## src/rtl/chirp_seq_pkg.sv

```systemverilog
package chirp_seq_pkg;
  localparam int unsigned NUM_SF = 3;
  localparam int unsigned SF_W   = 2;

  typedef enum logic [1:0] {
    WAVE_SHORT  = 2'b00,
    WAVE_MEDIUM = 2'b01,
    WAVE_LONG   = 2'b10
  } wave_e;

  typedef enum logic [1:0] {
    ST_IDLE = 2'b00,
    ST_TX   = 2'b01,
    ST_RX   = 2'b10
  } seq_st_e;
endpackage

```

## src/rtl/chirp_cfg_snap.sv

```systemverilog
module chirp_cfg_snap
  import chirp_seq_pkg::*;
#(
  parameter int unsigned LEN_W = 16,
  parameter int unsigned NUM_W = 6
) (
  input  logic                          clk_i,
  input  logic                          rst_ni,
  input  logic                          take_i,
  input  logic [NUM_SF-1:0]             mask_i,
  input  logic [NUM_SF-1:0][LEN_W-1:0]  tx_len_i,
  input  logic [NUM_SF-1:0][LEN_W-1:0]  rx_len_i,
  input  logic [NUM_W-1:0]              num_i,
  output logic [NUM_SF-1:0]             mask_o,
  output logic [NUM_SF-1:0][LEN_W-1:0]  tx_len_o,
  output logic [NUM_SF-1:0][LEN_W-1:0]  rx_len_o,
  output logic [NUM_W-1:0]              num_o
);
  always_ff @(posedge clk_i or negedge rst_ni) begin
    if (!rst_ni) begin
      mask_o   <= '0;
      tx_len_o <= '0;
      rx_len_o <= '0;
      num_o    <= '0;
    end else if (take_i) begin
      mask_o   <= mask_i;
      tx_len_o <= tx_len_i;
      rx_len_o <= rx_len_i;
      num_o    <= num_i;
    end
  end
endmodule

```

## src/rtl/chirp_sf_pick.sv

```systemverilog
module chirp_sf_pick
  import chirp_seq_pkg::*;
(
  input  logic [NUM_SF-1:0] mask_i,
  input  logic [SF_W-1:0]   from_i,
  output logic              found_o,
  output logic [SF_W-1:0]   idx_o
);
  // lowest enabled index at or above from_i
  always_comb begin
    found_o = 1'b0;
    idx_o   = '0;
    for (int i = NUM_SF - 1; i >= 0; i--) begin
      if (mask_i[i] && (i >= int'(from_i))) begin
        found_o = 1'b1;
        idx_o   = SF_W'(i);
      end
    end
  end
endmodule

```

## src/rtl/chirp_win_timer.sv

```systemverilog
module chirp_win_timer #(
  parameter int unsigned LEN_W = 16
) (
  input  logic             clk_i,
  input  logic             rst_ni,
  input  logic             load_i,
  input  logic [LEN_W-1:0] len_i,
  output logic             last_o
);
  logic [LEN_W-1:0] cnt_q;
  logic [LEN_W-1:0] len_m1;

  // zero length saturates to one cycle
  assign len_m1 = (len_i == '0) ? '0 : len_i - LEN_W'(1);

  always_ff @(posedge clk_i or negedge rst_ni) begin
    if (!rst_ni)            cnt_q <= '0;
    else if (load_i)        cnt_q <= len_m1;
    else if (cnt_q != '0)   cnt_q <= cnt_q - LEN_W'(1);
  end

  assign last_o = (cnt_q == '0);
endmodule

```

## src/rtl/chirp_seq_top.sv

```systemverilog
module chirp_seq_top
  import chirp_seq_pkg::*;
#(
  parameter int unsigned LEN_W = 16,
  parameter int unsigned NUM_W = 6
) (
  input  logic             clk_i,
  input  logic             rst_ni,
  input  logic             enable_i,
  input  logic [2:0]       sf_mask_i,
  input  logic [LEN_W-1:0] short_tx_len_i,
  input  logic [LEN_W-1:0] short_rx_len_i,
  input  logic [LEN_W-1:0] med_tx_len_i,
  input  logic [LEN_W-1:0] med_rx_len_i,
  input  logic [LEN_W-1:0] long_tx_len_i,
  input  logic [LEN_W-1:0] long_rx_len_i,
  input  logic [NUM_W-1:0] chirps_per_sf_i,
  output logic [1:0]       wave_sel_o,
  output logic             chirp_active_o,
  output logic             chirp_start_o,
  output logic [1:0]       sf_idx_o,
  output logic [NUM_W-1:0] chirp_idx_o,
  output logic             frame_done_o
);
  logic [NUM_SF-1:0][LEN_W-1:0] tx_live, rx_live, tx_cfg, rx_cfg;
  logic [NUM_SF-1:0]            mask_cfg;
  logic [NUM_W-1:0]             num_cfg, last_idx;

  assign tx_live = {long_tx_len_i, med_tx_len_i, short_tx_len_i};
  assign rx_live = {long_rx_len_i, med_rx_len_i, short_rx_len_i};

  seq_st_e          st_q, st_d;
  wave_e            sf_q, sf_d;
  logic [NUM_W-1:0] chirp_q, chirp_d;
  logic             start_q, start_d, done_q, done_d;
  logic             go, tmr_load, tmr_last;
  logic [LEN_W-1:0] tmr_len;
  logic             first_found, next_found;
  logic [SF_W-1:0]  first_idx, next_idx, next_from;

  assign go = (st_q == ST_IDLE) && enable_i && first_found;

  chirp_cfg_snap #(.LEN_W(LEN_W), .NUM_W(NUM_W)) i_snap (
    .clk_i    (clk_i),
    .rst_ni   (rst_ni),
    .take_i   (go),
    .mask_i   (sf_mask_i),
    .tx_len_i (tx_live),
    .rx_len_i (rx_live),
    .num_i    (chirps_per_sf_i),
    .mask_o   (mask_cfg),
    .tx_len_o (tx_cfg),
    .rx_len_o (rx_cfg),
    .num_o    (num_cfg)
  );

  chirp_sf_pick i_pick_first (
    .mask_i  (sf_mask_i),
    .from_i  ('0),
    .found_o (first_found),
    .idx_o   (first_idx)
  );

  assign next_from = SF_W'(sf_q) + SF_W'(1);

  chirp_sf_pick i_pick_next (
    .mask_i  (mask_cfg),
    .from_i  (next_from),
    .found_o (next_found),
    .idx_o   (next_idx)
  );

  chirp_win_timer #(.LEN_W(LEN_W)) i_timer (
    .clk_i  (clk_i),
    .rst_ni (rst_ni),
    .load_i (tmr_load),
    .len_i  (tmr_len),
    .last_o (tmr_last)
  );

  // zero chirp count saturates to one
  assign last_idx = (num_cfg == '0) ? '0 : num_cfg - NUM_W'(1);

  always_comb begin
    st_d     = st_q;
    sf_d     = sf_q;
    chirp_d  = chirp_q;
    start_d  = 1'b0;
    done_d   = 1'b0;
    tmr_load = 1'b0;
    tmr_len  = '0;
    unique case (st_q)
      ST_IDLE: if (go) begin
        st_d     = ST_TX;
        sf_d     = wave_e'(first_idx);
        chirp_d  = '0;
        start_d  = 1'b1;
        tmr_load = 1'b1;
        tmr_len  = tx_live[first_idx];
      end
      ST_TX: if (tmr_last) begin
        st_d     = ST_RX;
        tmr_load = 1'b1;
        tmr_len  = rx_cfg[sf_q];
      end
      ST_RX: if (tmr_last) begin
        if (chirp_q != last_idx) begin
          st_d     = ST_TX;
          chirp_d  = chirp_q + NUM_W'(1);
          start_d  = 1'b1;
          tmr_load = 1'b1;
          tmr_len  = tx_cfg[sf_q];
        end else if (next_found) begin
          st_d     = ST_TX;
          sf_d     = wave_e'(next_idx);
          chirp_d  = '0;
          start_d  = 1'b1;
          tmr_load = 1'b1;
          tmr_len  = tx_cfg[next_idx];
        end else begin
          st_d   = ST_IDLE;
          done_d = 1'b1;
        end
      end
      default: st_d = ST_IDLE;
    endcase
  end

  always_ff @(posedge clk_i or negedge rst_ni) begin
    if (!rst_ni) begin
      st_q    <= ST_IDLE;
      sf_q    <= WAVE_SHORT;
      chirp_q <= '0;
      start_q <= 1'b0;
      done_q  <= 1'b0;
    end else begin
      st_q    <= st_d;
      sf_q    <= sf_d;
      chirp_q <= chirp_d;
      start_q <= start_d;
      done_q  <= done_d;
    end
  end

  assign wave_sel_o     = sf_q;
  assign sf_idx_o       = sf_q;
  assign chirp_idx_o    = chirp_q;
  assign chirp_active_o = (st_q == ST_TX);
  assign chirp_start_o  = start_q;
  assign frame_done_o   = done_q;
endmodule

```

## config.mk

```make
export PLATFORM = sky130hd
export DESIGN_NAME = chirp_seq_top
export DESIGN_NICKNAME = d
export VERILOG_FILES = /design/src/rtl/chirp_seq_pkg.sv /design/src/rtl/chirp_cfg_snap.sv /design/src/rtl/chirp_sf_pick.sv /design/src/rtl/chirp_win_timer.sv /design/src/rtl/chirp_seq_top.sv
export SDC_FILE = /design/constraint.sdc
export NUM_CORES = 1
export LEC_CHECK = 0
export BUFFER_PORTS_ARGS = -buffer_cell sky130_fd_sc_hd__buf_2
export CAP_MARGIN = 15
export CORE_ASPECT_RATIO = 0.9
export CORE_MARGIN = 8
export CORE_UTILIZATION = 49
export CTS_CLUSTER_SIZE = 28
export DETAILED_ROUTE_END_ITERATION = 8
export PLACE_DENSITY_LB_ADDON = 0.25
export SETUP_SLACK_MARGIN = 0.02
export SLEW_MARGIN = 10
export SYNTH_ARGS = -nofsm -noshare
export SYNTH_HDL_FRONTEND = slang
export SYNTH_SLANG_ARGS = --single-unit
```

## constraint.sdc

```tcl
create_clock -name clk_i -period 4 [get_ports clk_i]
set_input_delay 0.4 -clock clk_i [delete_from_list [all_inputs] [get_ports clk_i]]
set_output_delay 0.4 -clock clk_i [all_outputs]
set_load 0.1 [all_outputs]
```

# Yosys cells after proc, flatten, opt, wreduce, memory -nomap -nowiden
# Cells that the tools add are included.
[classes]
reduce_logical = 15
eq_ne = 9
n_addsub = 5
n_lt_le_gt_ge = 6
n_mux = 57
[ops]
columns = ["cell", "count"]
rows = [
  ["$mux W16", 12],
  ["$bmux W16 S2", 4],
  ["$pmux W16 S3", 1],
  ["$logic_not A16 Y1", 2],
  ["$sub A16 B1 Y16 const B", 2],
  ["$mux W6", 5],
  ["$mux W2", 13],
  ["$mux W1", 17],
  ["$reduce_bool A16 Y1", 1],
  ["$pmux W6 S2", 1],
  ["$lt A2 B3 Y1 const B", 3],
  ["$add A6 B1 Y6 const B", 1],
  ["$logic_not A6 Y1", 1],
  ["$ne A2 B1 Y1 const B", 3],
  ["$ne A6 B6 Y1", 1],
  ["$pmux W2 S3", 1],
  ["$sub A6 B1 Y6 const B", 1],
  ["$logic_and A1 B1 Y1", 5],
  ["$reduce_and A5 Y1", 1],
  ["$ge A1 B2 Y1 const A", 2],
  ["$ne A2 B2 Y1 const B", 2],
  ["$pmux W2 S2", 1],
  ["$reduce_and A4 Y1", 1],
  ["$reduce_bool A2 Y1", 2],
  ["other kinds (9)", 9],
]
[word_totals]
out_inout_bits = 13
regBits = 133
in_bits = 108
word_cells = 106

# Logic depth before layout (Yosys ltp)
[depth]
word_depth = 15
ltp_mapped = 16
depth_no_buf = 13

# Cells and area by module
# A second synthesis with hierarchy kept.
[hier_totals]
cells_unflattened = 746
area_unflattened_um2 = 8039.0
[modules_own_cells]
columns = ["module", "seq_area_each_um2", "instances", "cells_per_inst", "area_each_um2"]
rows = [
  ["chirp_cfg_snap", 2627.5, 1, 222, 4149.0],
  ["chirp_seq_top", 300.3, 1, 373, 2565.0],
  ["chirp_win_timer", 400.4, 1, 133, 1212.4],
  ["chirp_sf_pick", 0.0, 2, 9, 56.3],
]

# Least setup slack after synthesis
# No wires, ideal clock.
[synth_timing]
path_kind = "register -> register"
start = "register sf_q[0] (netlist: sf_idx_o[0])"
end = "register i_timer.cnt_q[2]"
path_stages_with_launch = 16
setup_slack_ns = -0.356
arrival_time_ns = 4.218
n_path_buf = 3
synth_period_minus_slack_ns = 4.356
setup_time_ns = 0.138
t_required_ns = 3.862
cell_sequence = "dfrtp_1 > clkbuf_1 > clkbuf_1 > inv_1 > ha_1 > nand2_1 > nor2_1 > mux2i_1 > a21oi_1 > or4_4 > a31oi_4 > nand4_2 > nor4_4 > or2_4 > buf_6 > o22ai_1"
[synth_between]
elab_chain_len = 15
elab_cells_between_ends = 33
classes_between = "add/sub (2); order compare (3); mux (23); reduce/logical (5)"
[synth_rtl]
columns = ["item", "line", "rtl"]
rows = [
  ["from (decl)", "chirp_seq_top.sv:33", "wave_e sf_q, sf_d;"],
  ["from (signal assigned)", "chirp_seq_top.sv:132", "sf_q <= WAVE_SHORT;"],
  ["from (signal assigned)", "chirp_seq_top.sv:138", "sf_q <= sf_d;"],
  ["$add A2 B1 Y2", "chirp_seq_top.sv:64", "assign next_from = SF_W'(sf_q) + SF_W'(1);"],
  ["$ge A2 B2 Y1", "chirp_sf_pick.sv:14", "if (mask_i[i] && (i >= int'(from_i))) begin"],
  ["$logic_and A1 B1 Y1", "chirp_sf_pick.sv:14", ""],
  ["$mux W2 (3 in series)", "chirp_sf_pick.sv:14", ""],
  ["$bmux W16 S2", "chirp_seq_top.sv:119", "tmr_len = tx_cfg[next_idx];"],
  ["$mux W16 (not written as such)", "chirp_seq_top.sv:119", ""],
  ["$mux W16", "chirp_seq_top.sv:113", "end else if (next_found) begin"],
  ["$mux W16", "chirp_seq_top.sv:107", "if (chirp_q != last_idx) begin"],
  ["$mux W16", "chirp_seq_top.sv:106", "ST_RX: if (tmr_last) begin"],
  ["$pmux W16 S3", "chirp_seq_top.sv:92", "unique case (st_q)"],
  ["$sub A16 B1 Y16 / $logic_not A16 Y1 (equally long branches)", "chirp_win_timer.sv:14", "assign len_m1 = (len_i == '0) ? '0 : len_i - LEN_W'(1);"],
  ["$mux W16", "chirp_win_timer.sv:14", ""],
  ["$mux W16", "chirp_win_timer.sv:18", "else if (load_i) cnt_q <= len_m1;"],
  ["to (signal assigned)", "chirp_win_timer.sv:18", ""],
  ["to (signal assigned)", "chirp_win_timer.sv:19", "else if (cnt_q != '0) cnt_q <= cnt_q - LEN_W'(1);"],
  ["to (decl)", "chirp_win_timer.sv:10", "logic [LEN_W-1:0] cnt_q;"],
]
# Parallel ways exist; a longest one is shown, timed or not. The select of a mux whose other input is x is not followed.
# A chain may end at the register's enable or synchronous reset.

# Final worst setup path
[layout_timing]
start = "register i_timer.cnt_q[0]"
end = "register i_timer.cnt_q[13]"
[layout_between]
elab_chain_len = 6
elab_cells_between_ends = 15
classes_between = "add/sub (2); mux (9); reduce/logical (4)"
[layout_rtl]
columns = ["item", "line", "rtl"]
rows = [
  ["$logic_not A16 Y1", "chirp_win_timer.sv:22", "assign last_o = (cnt_q == '0);"],
  ["$mux W16 (on tied branches)", "chirp_seq_top.sv:106, chirp_seq_top.sv:101", ""],
  ["$pmux W16 S3", "chirp_seq_top.sv:92", ""],
  ["$sub A16 B1 Y16 / $logic_not A16 Y1 (equally long branches)", "chirp_win_timer.sv:14", ""],
  ["$mux W16", "chirp_win_timer.sv:14", ""],
  ["$mux W16", "chirp_win_timer.sv:18", ""],
]
# Parallel ways exist; a longest one is shown, timed or not. The select of a mux whose other input is x is not followed.

==> summary.txt <==
Setup path
  • Max stage delay cell, worst path: or4_1
  • CP Capture Type: flop
  • Cell mode on critical path: ha_1
  • CP Launch Type: flop
  • Crit path max fanout: 29
  • Arrival @ worst endpoint: about 4000 ps
  • Critical path cell sequence: inv_1, ha_1, or3b_1, nand4b_1, or4_1, buf_4, a311oi_1, a211oi_4, ha_1, nand3_1, nor4_4, or2_4, o31ai_1
  • Critical path's top delay family: simple AND/OR/NAND/NOR gates
  • Max stage delay on crit path: between 500 and 600 ps
  • Setup CP Type: reg2reg
  • WP buf/inv: 2
  • Critical path data required time: around 4300 ps

Routing
  • DRT antenna net count: 0
  • Vias after detailed routing: approximately 7,300
  • Starting DRT DRC Count: 690
  • Avg Vias per Cell: 5.61
  • Routed WL: 23,100 um
  • Routed len/inst: 17.6 um
  • First-pass DRT Iterations: 6
  • Number of remaining DRC errors: 0

Yosys
  • Seq/Total Area, Yosys: a little over two fifths
  • Register bit total from synthesis: around 130
  • Netlist cell types: 64
  • Post-synth top area cell: dfrtp_1
  • Avg Cell Area, Syn: slightly above 8 sq um
  • Yosys top cell area share: around two fifths
  • EDFF count, synth: 0
  • Most used DFF post-synth: dfrtp_1
  • Share of flip-flops with an asynchronous set or reset: 100%
  • Most frequent cell after synthesis: nand2_1
  • Synth cell count leaders: 356 x nand2_1, 133 x dfrtp_1, 58 x mux2i_1, 57 x a21oi_1, 56 x clkbuf_1
  • Cell count after synthesis: 980
  • Yosys warns: 0
  • Largest cells by area after synthesis: dfrtp_1 42%, nand2_1 17%, mux2i_1 7.3%, a21oi_1 3.6%, o21ai_0 2.8%
  • Netlist Area Pre-Place: slightly below 8000 sq um
  • Syn Nets: about 1,100

Clock network
  • Reg clk slew, reported paths: around 60 ps
  • # resized after CTS: 0
  • Hold-fix buffers at CTS: 0
  • Clock Path Buffers: 2
  • Clock Tree Root: clkbuf_16
  • Clk sinks: roughly 130
  • H-tree lvl count: 4
  • TritonCTS clock tree: yes
  • CTS Buf Count: 17
  • Clk_lat worst skew: between 400 and 500 ps
  • Postcts setup bufs: 0

Finish
  • Layout cells sized above 1: 20.5%
  • Cell Count, Final, Fillers Out: 1,309
  • FF/Latch Area: between 3000 and 4000 sq um
  • N_diodes: 0
  • Final #Nets: 1,205
  • Area growth syn-to-layout: 19.8%
  • # fillers: around 1,400
  • Core Util, Final: roughly 60%
  • Area of the multi-input gates: about 4400 sq um

Floorplan
  • I/O pin count: approximately 120
  • Die area: ~20,000 sq um
  • Die Y-Extent: 137 um
  • Num rows: 44
  • Initial core utilization: roughly half
  • Core ar.: around 16,000 sq um
  • Die W: 150 um

STA
  • Min Tclk post-route: about 3700 ps
  • Slew @ Worst Pin: about 860 ps
  • Fin. max-slew vios: 0
  • Clk_skew: slightly below 6 ps
  • Fmax: approximately 270 MHz
  • Worst hold slack: approximately 63 ps
  • Final Hold Fails: 0
  • Slew headroom: between 40% and 50%
  • Setup TNS: 0 ps
  • Final setup viols: 0
  • Fin crit share: between 90% and 100%
  • RSZ-0062 raised after global routing: true

Pwr
  • Leakage: between 4 and 5 nW
  • PwrDens: about 380 nW/um^2
  • Max rail drop VDD: between 300 and 400 uV

Min path
  • Hold Path Class: in2async

GRT
  • GR Util All Layers: between 20% and 30%
  • Largest net degree at the start of global routing: 72
  • First-pass GRT wire length: 37,300 um
  • Initial antenna violation count: 0
  • Number of global-route vias before repair: ~7,000
  • Global route total overflow: 0

Placed design
  • Placer Congestion: a little under 1
  • DP HPWL: about 16,000 um
  • Number of buffers added on ports: between 100 and 150
  • Cells after DPL: 1,278

Flow run
  • Max-Cap Viols: 0

Status
  • Status: finished clean
==> power by group <==
group / switching (W) / total, W / internal (W)
registers: 0.000101 / 0.00156 / 0.00146
logic: 0.000231 / 0.000435 / 0.000204
clock network: 0.000598 / 0.00159 / 0.000995
total: 0.000929 / 0.00359 / 0.00266
==> kinds of logic (layout without fill, tap and decap cells) <==
| family | after synthesis | in the layout | share of synthesized area [%] |
|---|---|---|---|
| XOR/XNOR | 34 | 34 | 3.76 |
| flip-flops | 133 | 133 | 42.0 |
| multiplexers | 60 | 60 | 7.61 |
| AO/OA/AOI/OAI | 192 | 192 | 15.9 |
| AND/OR/NAND/NOR | 476 | 476 | 25.6 |
| buffers and inverters | 78 | 200 | 4.03 |
| adder cells (fa/ha/maj) | 7 | 7 | 1.10 |
==> cell usage in the layout, fill, tap and decap left out, drive strengths merged, types with 4 or more instances in the layout <==
cell	instances
dfrtp	133
nor2	51
o31a	4
nor2b	4
a22o	13
nor3	14
xor2	19
o22ai	10
clkinv	4
xnor2	15
a21oi	57
inv	13
a211oi	28
nand4	4
nand2b	5
mux2i	58
ha	7
or3	4
o21ai	45
buf	158
nor4	12
nand3	10
nand2	356
clkbuf	20
a311oi	10
==> path summary, 6_finish.rpt <==
| path | startpoint | endpoint | slack (ps) | depth (start not counted) |
|---|---|---|---|---|
| max | i_timer.cnt_q[0]$_DFFE_PN0P_ | i_timer.cnt_q[13]$_DFFE_PN0P_ | 300 | 13 |
| min | rst_ni | chirp_idx_o[1]$_DFFE_PN0P_ | 60 | 1 |
| max reg2reg | i_timer.cnt_q[0]$_DFFE_PN0P_ | i_timer.cnt_q[13]$_DFFE_PN0P_ | 300 | 13 |
| min reg2reg | i_snap.rx_len_o[15]$_DFFE_PN0P_ | i_snap.rx_len_o[15]$_DFFE_PN0P_ | 470 | 2 |
| max in group asynchronous | rst_ni | i_snap.rx_len_o[44]$_DFFE_PN0P_ | 3090 | 2 |
| min in group clk_i | short_rx_len_i[10] | i_snap.rx_len_o[10]$_DFFE_PN0P_ | 160 | 3 |
==> metrics by stage <==
stage	power, W	cell area (sq um)	setup WS [ps]
3_5_place_dp	0.00201	8850	170
3_3_place_gp	0.00200	8850	246
5_1_grt	0.00374	9500	5.75
4_1_cts	0.00360	9440	111
6_report	0.00359	9500	297
2_1_floorplan	0.00183	7930	68.9
==> sequential cells by signal (all words and copies together) (netlist names) <==
register,count
chirp_start_o,1
st_q,2
i_snap.num_o,6
chirp_idx_o,6
i_snap.rx_len_o,48
frame_done_o,1
i_timer.cnt_q,16
i_snap.tx_len_o,48
i_snap.mask_o,3
sf_idx_o,2
==> cell type report <==
cell class / count / area share (%)
multi-input cells: 769 / 46.0
flip-flops and latches: 133 / 35.1
repair buffers: 158 / 9.48
clock buffers: 20 / 4.70
well taps: 207 / 2.73
clock inverters: 11 / 1.58
inverters: 11 / 0.435
==> routing by layer <==
layer | vias up | global-route usage [%] | share of wire, %
met2 | 313 | 35.7 | 45
li1 | 3553 | - | -
met5 | - | 0 | 0
met4 | 0 | 8.99 | 2.4
met3 | 48 | 4.79 | 6.6
met1 | 3433 | 31.4 | 46
(Power assumes the default switching activity.)
